### src/rtl/uartIidPkg.sv
package uartIidPkg;

  localparam int NUM_SRC = 6;

  // source slots, in precedence order (slot 0 wins)
  localparam int IDX_LINE   = 0;
  localparam int IDX_MATCH  = 1;
  localparam int IDX_RXFULL = 2;
  localparam int IDX_ADDRTX = 3;
  localparam int IDX_TXMT   = 4;
  localparam int IDX_MODEM  = 5;

  typedef struct packed {
    logic [NUM_SRC-1:0] setFlag;
    logic [NUM_SRC-1:0] clrFlag;
    logic               addrWr;
  } ctlStrobe_t;

  function automatic logic [2:0] srcCodeOf(input int idx);
    case (idx)
      IDX_LINE:   return 3'b011;
      IDX_MATCH:  return 3'b110;
      IDX_RXFULL: return 3'b010;
      IDX_ADDRTX: return 3'b101;
      IDX_TXMT:   return 3'b001;
      default:    return 3'b000;
    endcase
  endfunction

endpackage

### src/rtl/uartIidCtrl.sv
module uartIidCtrl
  import uartIidPkg::*;
#(
  parameter int DATA_W = 8
) (
  input  logic              evRxByte,
  input  logic              rxIsAddr,
  input  logic [DATA_W-1:0] rxByte,
  input  logic              evLineErr,
  input  logic              evTxEmpty,
  input  logic              evAddrTxDone,
  input  logic              evModem,
  input  logic              enLine,
  input  logic              enRxFull,
  input  logic              enTxEmpty,
  input  logic              enModem,
  input  logic              addrWrEn,
  input  logic              rdRx,
  input  logic              wrTx,
  input  logic              rdLineSta,
  input  logic              rdModemSta,
  input  logic              rdIid,
  input  logic [DATA_W-1:0] ownAddr,
  input  logic [NUM_SRC-1:0] grant,
  output ctlStrobe_t        strobe
);

  logic addrHit;
  logic rxAddrEv;
  logic rxDataEv;

  assign addrHit  = (rxByte == ownAddr);
  assign rxAddrEv = evRxByte && rxIsAddr;
  assign rxDataEv = evRxByte && !rxIsAddr;

  always_comb begin
    strobe = '0;

    // event side: each source latches only through its enable
    strobe.setFlag[IDX_LINE]   = evLineErr && enLine;
    strobe.setFlag[IDX_MATCH]  = rxAddrEv && addrHit && enRxFull;
    strobe.setFlag[IDX_RXFULL] = rxDataEv && enRxFull;
    strobe.setFlag[IDX_ADDRTX] = evAddrTxDone && enTxEmpty;
    strobe.setFlag[IDX_TXMT]   = evTxEmpty && enTxEmpty;
    strobe.setFlag[IDX_MODEM]  = evModem && enModem;

    // access side: acknowledgements
    strobe.clrFlag[IDX_LINE]   = rdLineSta;
    strobe.clrFlag[IDX_MATCH]  = rdRx;
    strobe.clrFlag[IDX_RXFULL] = rdRx;
    strobe.clrFlag[IDX_ADDRTX] = wrTx || (rdIid && grant[IDX_ADDRTX]);
    strobe.clrFlag[IDX_TXMT]   = wrTx || (rdIid && grant[IDX_TXMT]);
    strobe.clrFlag[IDX_MODEM]  = rdModemSta;

    strobe.addrWr = addrWrEn;
  end

endmodule

### src/rtl/uartIidDatapath.sv
module uartIidDatapath
  import uartIidPkg::*;
#(
  parameter int                DATA_W     = 8,
  parameter logic [DATA_W-1:0] RESET_ADDR = 'hAA
) (
  input  logic               clk,
  input  logic               rstN,
  input  ctlStrobe_t         strobe,
  input  logic [DATA_W-1:0]  addrWrData,
  output logic [DATA_W-1:0]  ownAddr,
  output logic [NUM_SRC-1:0] grant,
  output logic               pendN,
  output logic [2:0]         srcCode
);

  logic [NUM_SRC-1:0] flags;

  // one pending flag per source; a new event beats a same-cycle clear
  for (genvar g = 0; g < NUM_SRC; g++) begin : g_flag
    always_ff @(posedge clk or negedge rstN) begin
      if (!rstN)                    flags[g] <= 1'b0;
      else if (strobe.setFlag[g])   flags[g] <= 1'b1;
      else if (strobe.clrFlag[g])   flags[g] <= 1'b0;
    end
  end

  always_ff @(posedge clk or negedge rstN) begin
    if (!rstN)              ownAddr <= RESET_ADDR;
    else if (strobe.addrWr) ownAddr <= addrWrData;
  end

  // fixed-precedence pick of the lowest set slot
  always_comb begin
    logic taken;
    taken = 1'b0;
    grant = '0;
    for (int i = 0; i < NUM_SRC; i++) begin
      if (flags[i] && !taken) begin
        grant[i] = 1'b1;
        taken    = 1'b1;
      end
    end
  end

  always_comb begin
    srcCode = 3'b000;
    for (int i = 0; i < NUM_SRC; i++) begin
      if (grant[i]) srcCode = srcCode | srcCodeOf(i);
    end
  end

  assign pendN = ~|flags;

endmodule

### src/rtl/uartIidTop.sv
module uartIidTop
  import uartIidPkg::*;
#(
  parameter int                DATA_W     = 8,
  parameter logic [DATA_W-1:0] RESET_ADDR = 'hAA
) (
  input  logic              clk,
  input  logic              rstN,
  input  logic              evRxByte,
  input  logic              rxIsAddr,
  input  logic [DATA_W-1:0] rxByte,
  input  logic              evLineErr,
  input  logic              evTxEmpty,
  input  logic              evAddrTxDone,
  input  logic              evModem,
  input  logic              enLine,
  input  logic              enRxFull,
  input  logic              enTxEmpty,
  input  logic              enModem,
  input  logic              addrWrEn,
  input  logic [DATA_W-1:0] addrWrData,
  input  logic              rdRx,
  input  logic              wrTx,
  input  logic              rdLineSta,
  input  logic              rdModemSta,
  input  logic              rdIid,
  output logic [DATA_W-1:0] ownAddr,
  output logic              pendN,
  output logic [2:0]        srcCode,
  output logic              irq
);

  ctlStrobe_t         strobe;
  logic [NUM_SRC-1:0] grant;

  uartIidCtrl #(.DATA_W(DATA_W)) u_ctrl (
    .evRxByte     (evRxByte),
    .rxIsAddr     (rxIsAddr),
    .rxByte       (rxByte),
    .evLineErr    (evLineErr),
    .evTxEmpty    (evTxEmpty),
    .evAddrTxDone (evAddrTxDone),
    .evModem      (evModem),
    .enLine       (enLine),
    .enRxFull     (enRxFull),
    .enTxEmpty    (enTxEmpty),
    .enModem      (enModem),
    .addrWrEn     (addrWrEn),
    .rdRx         (rdRx),
    .wrTx         (wrTx),
    .rdLineSta    (rdLineSta),
    .rdModemSta   (rdModemSta),
    .rdIid        (rdIid),
    .ownAddr      (ownAddr),
    .grant        (grant),
    .strobe       (strobe)
  );

  uartIidDatapath #(.DATA_W(DATA_W), .RESET_ADDR(RESET_ADDR)) u_dp (
    .clk        (clk),
    .rstN       (rstN),
    .strobe     (strobe),
    .addrWrData (addrWrData),
    .ownAddr    (ownAddr),
    .grant      (grant),
    .pendN      (pendN),
    .srcCode    (srcCode)
  );

  assign irq = ~pendN;

endmodule

### config.mk
export PLATFORM = sky130hd
export DESIGN_NAME = uartIidTop
export DESIGN_NICKNAME = d
export VERILOG_FILES = /design/src/rtl/uartIidPkg.sv /design/src/rtl/uartIidCtrl.sv /design/src/rtl/uartIidDatapath.sv /design/src/rtl/uartIidTop.sv
export SDC_FILE = /design/constraint.sdc
export NUM_CORES = 1
export LEC_CHECK = 0
export BUFFER_PORTS_ARGS = -buffer_cell sky130_fd_sc_hd__buf_2
export CORE_MARGIN = 4
export CORE_UTILIZATION = 42
export DETAILED_ROUTE_END_ITERATION = 8
export HOLD_SLACK_MARGIN = 0.05
export PLACE_DENSITY = 0.82
export REMOVE_ABC_BUFFERS = 1
export SETUP_SLACK_MARGIN = 0.05
export SLEW_MARGIN = 10
export SYNTH_ARGS = -nofsm -noshare
export SYNTH_HDL_FRONTEND = slang
export SYNTH_SLANG_ARGS = --single-unit
### constraint.sdc
create_clock -name clk -period 4.1 [get_ports clk]
set_input_delay 0 -clock clk [delete_from_list [all_inputs] [get_ports clk]]
set_output_delay 0 -clock clk [all_outputs]
set_load 0.03 [all_outputs]
# After elaboration in Yosys (flattened, before gate mapping)
# Cells that the tools add are included.
[op_classes]
eq_ne = 1
n_mux = 32
n_reduce_logical = 32
bitwise = 5
[ops]
columns = ["op", "n"]
rows = [
  ["$mux 3", 10],
  ["$mux 1", 21],
  ["$logic_and 1x1->1", 16],
  ["$or 3x3->3", 4],
  ["$reduce_bool 2->1", 6],
  ["$eq 8x8->1", 1],
  ["$logic_not 1->1", 7],
  ["$reduce_or 6->1", 1],
  ["$or 2x3->3", 1],
  ["$logic_or 1x1->1", 2],
  ["$mux 2", 1],
]
[totals]
regBits = 14
input_bits = 34
output_inout_bits = 13
wordCells = 77

# Logic depth before layout (Yosys ltp)
# Gate-level depths: netlist of run 1.
[logic_depth]
depth_word = 19
depth_mapped = 3
mapped_depth_nobuf = 3

# Modules after synthesis
# From an unflattened synthesis of run 1, not the netlist that was laid out.
[hier_totals]
hier_cells = 74
hier_area_um2 = 788.3
[by_module_without_submodules]
columns = ["mod", "seq_area_each_um2", "instances", "cells_each", "area_each_um2"]
rows = [
  ["uartIidDatapath", 355.3, 1, 48, 601.8],
  ["uartIidCtrl", 0.0, 1, 25, 182.7],
  ["uartIidTop", 0.0, 1, 1, 3.8],
]

# Worst setup path after synthesis of run 1
# OpenSTA, ideal clock, no wires.
[synth_path]
path_type = "register -> output"
from = "register u_dp.flags[2]"
to = "output port pendN"
path_stages_with_launch = 4
required_ns = 4.100
path_buffers = 0
path_slack_ns = 2.364
arrival_ns = 1.736
path_cell_list = "dfrtp_1 > inv_1 > nand3_1 > nor4_1"
[synth_via]
elab_chain_len = 2
[synth_rtl]
columns = ["item", "line", "rtl"]
rows = [
  ["from (decl)", "uartIidDatapath.sv:17", "logic [NUM_SRC-1:0] flags;"],
  ["from (signal, indexed assignment)", "uartIidDatapath.sv:22", "if (!rstN) flags[g] <= 1'b0;"],
  ["from (signal, indexed assignment)", "uartIidDatapath.sv:23", "else if (strobe.setFlag[g]) flags[g] <= 1'b1;"],
  ["from (signal, indexed assignment)", "uartIidDatapath.sv:24", "else if (strobe.clrFlag[g]) flags[g] <= 1'b0;"],
  ["$reduce_or 6->1", "uartIidDatapath.sv:53", "assign pendN = ~|flags;"],
  ["$logic_not 1->1", "uartIidDatapath.sv:53", ""],
  ["to (decl)", "uartIidTop.sv:28", "output logic pendN,"],
]
# Every way passes these cells.

# Worst setup path in the final report of run 1
[layout_path]
from = "register u_dp.flags[1]"
to = "register u_dp.flags[3]"
[layout_via]
elab_chain_len = 11
[layout_rtl]
columns = ["item", "line", "rtl"]
rows = [
  ["$logic_and 1x1->1 (*)", "uartIidDatapath.sv:39", "if (flags[i] && !taken) begin"],
  ["$mux 1 (*)", "uartIidDatapath.sv:39", ""],
  ["$logic_not 1->1", "uartIidDatapath.sv:39", ""],
  ["$logic_and 1x1->1", "uartIidDatapath.sv:39", ""],
  ["$mux 1 (*)", "uartIidDatapath.sv:39", ""],
  ["$logic_not 1->1 (*)", "uartIidDatapath.sv:39", ""],
  ["$logic_and 1x1->1 (*)", "uartIidDatapath.sv:39", ""],
  ["$mux 1 (*)", "uartIidDatapath.sv:39", ""],
  ["$logic_and 1x1->1 (*)", "uartIidCtrl.sv:51", "strobe.clrFlag[IDX_ADDRTX] = wrTx || (rdIid && grant[IDX_ADDRTX]);"],
  ["$logic_or 1x1->1 (*)", "uartIidCtrl.sv:51", ""],
  ["$reduce_bool 2->1 (no source line) (*)", "-", ""],
]
# Mark *: on every way between the ends. The rest lies on a longest branch, timed or not.
# A chain may end at the register's enable or synchronous reset.

==> impl_metrics.ini, run 1 <==
[clocking]
htree_levels = 1
clkTransAtPathRegs_ns = 0.09
clock-sinks = 14
cts_buffers = 3
cts.path.max_buffers = 2
tritoncts = yes
postCtsSetupBuffers = 0
clkLatencyLatePin_ns = 0.28
ctsResizeCount = 0
root_buffer = clkbuf_4

[routing]
wl_per_cell_um = 13.6
initialDrtViolationCount = 3
drc_errors = 0
ant_nets = 0
vias_per_cell = 4.81
vias = 697
wirelength_um = 1970
drt-pass1-iter-count = 3

[global_route]
antenna_found_initial = 0
grtUsageMet1_pct = 19.8
grt_busiest_layer = met2
grt_util_met2_pct = 34.3
grt_start_max_net_pins = 15
grt_pass1_vias = 772
gr-total-overflow = 0
grtUsageTotal_pct = 18.9
grt_pass1_wl_um = 2970
gr-usage-met3_pct = 6.02

[timing]
finalCriticalPeriod_ns = 1.91
finClkSkew_ns = 0.00624
worst_pin_slew_ns = 0.308
timing.final.ws_setup_ns = 2.19
slew_viol_final = 0
rsz0062_at_grt = no
slew_headroom_pct = 79.5
max_freq_mhz = 523
finalSetupTns_ns = 0
finalCritPeriodShare_pct = 46.6
finalHoldViolCount = 0
setup_viol = 0

[power_and_ir_drop]
power.density_nw_per_um2 = 323
peakVddDrop_uv = 252
power.leakage_nw = 0.570
total_power_mw = 0.377

[floorplan]
die_w_um = 47.8
pin_count = 47
rows = 14
coreArea_um2 = 1510
die_height_um = 47.8
die_area_um2 = 2290
start_util_pct = 44.2

[flow_run]
maxCapViolCount = 0

[synth]
synthSimpleGateAreaFrac_pct = 10.9
synth-xor-area-share_pct = 10.5
synth_compound_area_share_pct = 8.27
synth.most_common_cell = dfrtp_1
synthTopCellsByArea = dfrtp_1 (38%), dfstp_2 (16%), mux2_2 (14%)
synth_warnings = 0
ys_seq_elements = 14
synth_area_um2 = 666
synth.avg_cell_area_um2 = 11.5
muxShareOfSynthArea_pct = 13.5
synthTopCellsByCount = dfrtp_1 (10), mux2_2 (8), xnor2_1 (8)
postSynthCellCount = 58
ys_async_sr_fraction_pct = 100
synth_fa_ha_area_share_pct = 0
seq_area_frac_synth_pct = 53.4
yosysUniqueCellTypes = 20
synth_top_area_share_pct = 37.6
synth_top_family_by_area = multiplexers
synth_largest_area_cell = dfrtp_1
synth_edf_count = 0
synth_ff_type = dfrtp_1

[cells_and_area]
antenna_cells = 0
layout-drive-gt1-share_pct = 48.1
area_growth_pct = 75.6
fin_nets = 164

[run_status]
status = finished clean

[placement]
routabilityCongestion = 0.669
port_buffers = 46
hpwl_um = 1440
place_ws_ns = 2.74

[critical_path]
criticalPathCategory = reg2reg
worstSetupStartpointType = flip-flop
required_ns = 4.26
critPathCaptureType = flip-flop
worstPathMaxFanout = 4
slowest_delay_ns = 0.56
arrival_ns = 2.07
cp_slowest_cell = dlygate4sd3_1
crit_chain = or4b_1 -> a32o_1 -> dlygate4sd3_1

[worst_hold_path]
hp-class = in2reg
-- cell usage in the layout (no fill, tap or decap), drive strengths merged --
cell type / synthesis / layout
buf: 0 / 46
dlygate4sd3: 0 / 22
dfrtp: 10 / 10
mux2: 8 / 8
xnor2: 8 / 8
inv: 5 / 5
nand2: 5 / 5
dfstp: 4 / 4
clkbuf: 1 / 4
nand3: 2 / 2
nor2: 2 / 2
o21ai: 2 / 2
nand4: 2 / 2
nor4: 1 / 1
nand3b: 1 / 1
o31ai: 1 / 1
a21oi: 1 / 1
o22ai: 1 / 1
or4b: 1 / 1
a32o: 1 / 1
o211ai: 1 / 1
o32ai: 1 / 1
-- critical path, delay by kind of cell, from the launching register on --
family	cells	cell delay, ns
compound gates	1	0.28
buf+inv	1	0.56
flops	1	0.41
simple gates	1	0.55
-- flip-flops by register name, summed over array words and instances (netlist names) --
signal,count
u_dp.flags,6
u_dp.ownAddr,8
-- final cells by class --
| cell class | instances | area [um2] |
|---|---|---|
| sequential | 14 | 355 |
| fill | 98 | 338 |
| multi-input combinational | 38 | 288 |
| tap | 16 | 20.0 |
| clock buffer | 4 | 36.3 |
| inverter | 5 | 18.8 |
| timing repair buffer | 68 | 450 |
-- power breakdown --
group / total (mW) / internal (mW) / switching, mW
registers: 0.165 / 0.154 / 0.0112
logic: 0.113 / 0.0560 / 0.0572
clock network: 0.0995 / 0.0540 / 0.0455
-- layer usage --
metal	wire length, um	up-vias
li1	-	346
met5	0	-
met2	976	42
met1	751	307
met3	230	2
met4	13	0
-- timing repair --
item,CTS,global route
hold buffers,22,0
setup endpoints to repair,0,0
hold endpoints to repair,28,0
-- metrics by stage --
step | util, % | instance area (um2) | std cells | hold WS (ns)
after floorplan | - | 662 | 57 | -0.296
after global placement | 60.5 | 912 | 119 | -0.0954
after detailed placement | 60.5 | 912 | 119 | -0.0905
after CTS | 77.6 | 1170 | 145 | 0.112
after global routing | 77.6 | 1170 | 145 | 0.129
final | 77.6 | 1170 | 145 | 0.115
-- final timing paths --
check,depth (start not counted),start,slack [ns],end
hold / removal,2,addrWrEn,0.11,u_dp.ownAddr[7]$_DFFE_PN1P_
setup / recovery,3,u_dp.flags[1]$_DFFE_PN0P_,2.19,u_dp.flags[3]$_DFFE_PN0P_
setup reg to reg,3,u_dp.flags[1]$_DFFE_PN0P_,2.19,u_dp.flags[3]$_DFFE_PN0P_
max in group asynchronous,2,rstN,3.66,u_dp.ownAddr[3]$_DFFE_PN1P_
hold reg to reg,1,u_dp.ownAddr[4]$_DFFE_PN0P_,0.58,u_dp.ownAddr[4]$_DFFE_PN0P_
min in group asynchronous,2,rstN,0.15,u_dp.ownAddr[6]$_DFFE_PN0P_
-- kinds of logic after synthesis --
family / count (synthesis)
buffers and inverters: 6
multiplexers: 8
flip-flops: 14
AND/OR/NAND/NOR: 14
AO/OA/AOI/OAI: 8
XOR/XNOR: 8
Note: power is estimated with default switching activity, not from simulation.
==> run 2: changes to the inputs <==
--- a/config.mk
+++ b/config.mk
@@ -7,10 +7,10 @@
 export LEC_CHECK = 0
 export BUFFER_PORTS_ARGS = -buffer_cell sky130_fd_sc_hd__buf_2
 export CORE_MARGIN = 4
-export CORE_UTILIZATION = 42
+export CORE_UTILIZATION = 39
 export DETAILED_ROUTE_END_ITERATION = 8
 export HOLD_SLACK_MARGIN = 0.05
-export PLACE_DENSITY = 0.82
+export PLACE_DENSITY = 0.77
 export REMOVE_ABC_BUFFERS = 1
 export SETUP_SLACK_MARGIN = 0.05
 export SLEW_MARGIN = 10
==> constraint.sdc (replaced) <==
create_clock -name clk -period 2 [get_ports clk]
set_input_delay 0 -clock clk [delete_from_list [all_inputs] [get_ports clk]]
set_output_delay 0 -clock clk [all_outputs]
set_load 0.03 [all_outputs]
==> run 2 against run 1 <==
Count of clock-buffer cells in the layout stayed put. Global-route usage fell by 0.88 points. Combinational power is 110% higher. Utilization down 2.1 points. Register-to-register slack worse by 2.1 ns. First-iteration DRC count grew to 3.3 times the previous value. Wire length increased by 3.0%. Sequential power is 100% higher. Worst setup slack worse by 2.1 ns. Critical endpoint unchanged. Highest routed layer unchanged.
==> impl_metrics.ini, run 2 (same netlist as run 1, synthesis figures left out) <==
[cells_and_area]
final_common_cell = buf_2
reg_top3 = u_dp.ownAddr (8), u_dp.flags (6)
fin_nets = 165
antenna_cells = 0
stdcell_count = 146
largest_register_ffs = 8
area_growth_pct = 76.7
largest-register = u_dp.ownAddr
layout-drive-gt1-share_pct = 48.5
mostFrequentLayoutCells = buf_2 (46), dlygate4sd3_1 (22), dfrtp_1 (10)

[timing]
rsz0062_at_grt = no
finalCritPeriodShare_pct = 93.6
finalSetupTns_ns = 0
max_freq_mhz = 534
finClkSkew_ns = 0.0119
finalHoldViolCount = 0
setup_viol = 0
finalCriticalPeriod_ns = 1.87
slew_viol_final = 0
slew_headroom_pct = 79.8
worst_pin_slew_ns = 0.303

[clocking]
clkLatencyLatePin_ns = 0.29
cts.path.max_buffers = 2
clkTransAtPathRegs_ns = 0.09
tritoncts = yes
root_buffer = clkbuf_4
clock-sinks = 14
cts_buffers = 3
htree_levels = 1
ctsResizeCount = 0

[global_route]
grtUsageTotal_pct = 18.0
grt_busiest_layer = met2
gr-usage-met3_pct = 6.12
gr-total-overflow = 0
grtUsageMet1_pct = 19.3
grt_util_met2_pct = 32.8
antenna_found_initial = 0
grt_start_max_net_pins = 15
grt_pass1_wl_um = 3350
grt_pass1_vias = 748

[power_and_ir_drop]
power_frac_comb_pct = 29.9
switching_share_pct = 30.4
total_power_mw = 0.777
p_switching_mw = 0.237
power.leakage_nw = 0.575
power.internal_mw = 0.540
peakVddDrop_uv = 502
clkPwrFrac_pct = 26.6
power.density_nw_per_um2 = 661
seq_power_share_pct = 43.5

[worst_hold_path]
whs_path_depth = 2
hp-start = addrWrEn
hp-class = in2reg

[routing]
wl_per_cell_um = 13.9
vias_per_cell = 5.00
drc_errors = 0
drt-pass1-iter-count = 4
initialDrtViolationCount = 10
ant_nets = 0
wirelength_um = 2030
vias = 730

[critical_path]
required_ns = 2.18
criticalPathCategory = reg2reg
reg2reg_depth = 3
crit_chain = or4b_1 -> a32o_1 -> dlygate4sd3_1
slowest_delay_ns = 0.55
arrival_ns = 2.05
worstSetupStartpointType = flip-flop
cp-startpoint = u_dp.flags[1]$_DFFE_PN0P_
worstPathMaxFanout = 2
critPathCaptureType = flip-flop
cp_slowest_cell = or4b_1
r2r-start = u_dp.flags[1]$_DFFE_PN0P_

[floorplan]
rows = 14
start_util_pct = 42.7
pin_count = 47
die_area_um2 = 2430
die_height_um = 49.3
coreArea_um2 = 1560
die_w_um = 49.3

[flow_run]
maxCapViolCount = 0

[run_status]
status = finished clean

[placement]
place_inst = 119
port_buffers = 46
routabilityCongestion = 0.643
hpwl_um = 1400
## run 2: changes by cell type in the layout (fill, tap and decap cells not counted), sizes merged
| cell | change |
|---|---|
| buf | +1 |
## run 2: through the flow
step	cell area [um2]	worst slack (ns)	utilization, %	hold WS [ns]
4_1_cts	1170	0.118	75.0	0.110
3_3_place_gp	912	0.691	58.5	-0.0927
3_5_place_dp	912	0.670	58.5	-0.0891
5_1_grt	1180	0.0699	75.4	0.108
2_1_floorplan	662	0.264	-	-0.296
6_report	1180	0.127	75.4	0.105
## run 2: path summary, 6_finish.rpt
check / to / slack, ns
min in group asynchronous: u_dp.flags[1]$_DFFE_PN0P_ / 0.13
setup reg to reg: u_dp.flags[3]$_DFFE_PN0P_ / 0.13
setup / recovery: u_dp.flags[3]$_DFFE_PN0P_ / 0.13
hold / removal: u_dp.ownAddr[2]$_DFFE_PN0P_ / 0.11
max in group asynchronous: u_dp.ownAddr[5]$_DFFE_PN1P_ / 1.57
hold reg to reg: u_dp.ownAddr[2]$_DFFE_PN0P_ / 0.57
## run 2: worst max-delay path, delay by kind of cell, from the launching register on
family	cells	cell delay (ns)
flip-flops	1	0.39
AO/OA/AOI/OAI	1	0.27
AND/OR/NAND/NOR	1	0.55
buffers and inverters	1	0.55
## run 2: timing repair
action                                  CTS  global route
hold endpoints to repair                 28             0
endpoints found under the setup margin    0             2
buffers inserted                          0             1
hold buffers                             22             0
## run 2: final cells by class
type / instances / area, um2
flip-flops and latches: 14 / 355
clock buffers: 4 / 36.3
inverters: 5 / 18.8
fillers: 108 / 383
repair buffers: 69 / 458
well taps: 16 / 20.0
multi-input cells: 38 / 288
## run 2: power by group through the flow
stage	clock, mW	sequential, mW	combinational [mW]
6_report	0.207	0.338	0.232
5_1_grt	0.224	0.342	0.252
4_1_cts	0.205	0.338	0.232
3_5_place_dp	0	0.343	0.195
3_3_place_gp	0	0.340	0.191
2_1_floorplan	0	0.373	0.0832
## run 2: layer usage
layer,wire length [um],part of all wire (%)
met5,0,0
met4,32,1.6
met3,212,10
met2,1010,50
met1,779,38
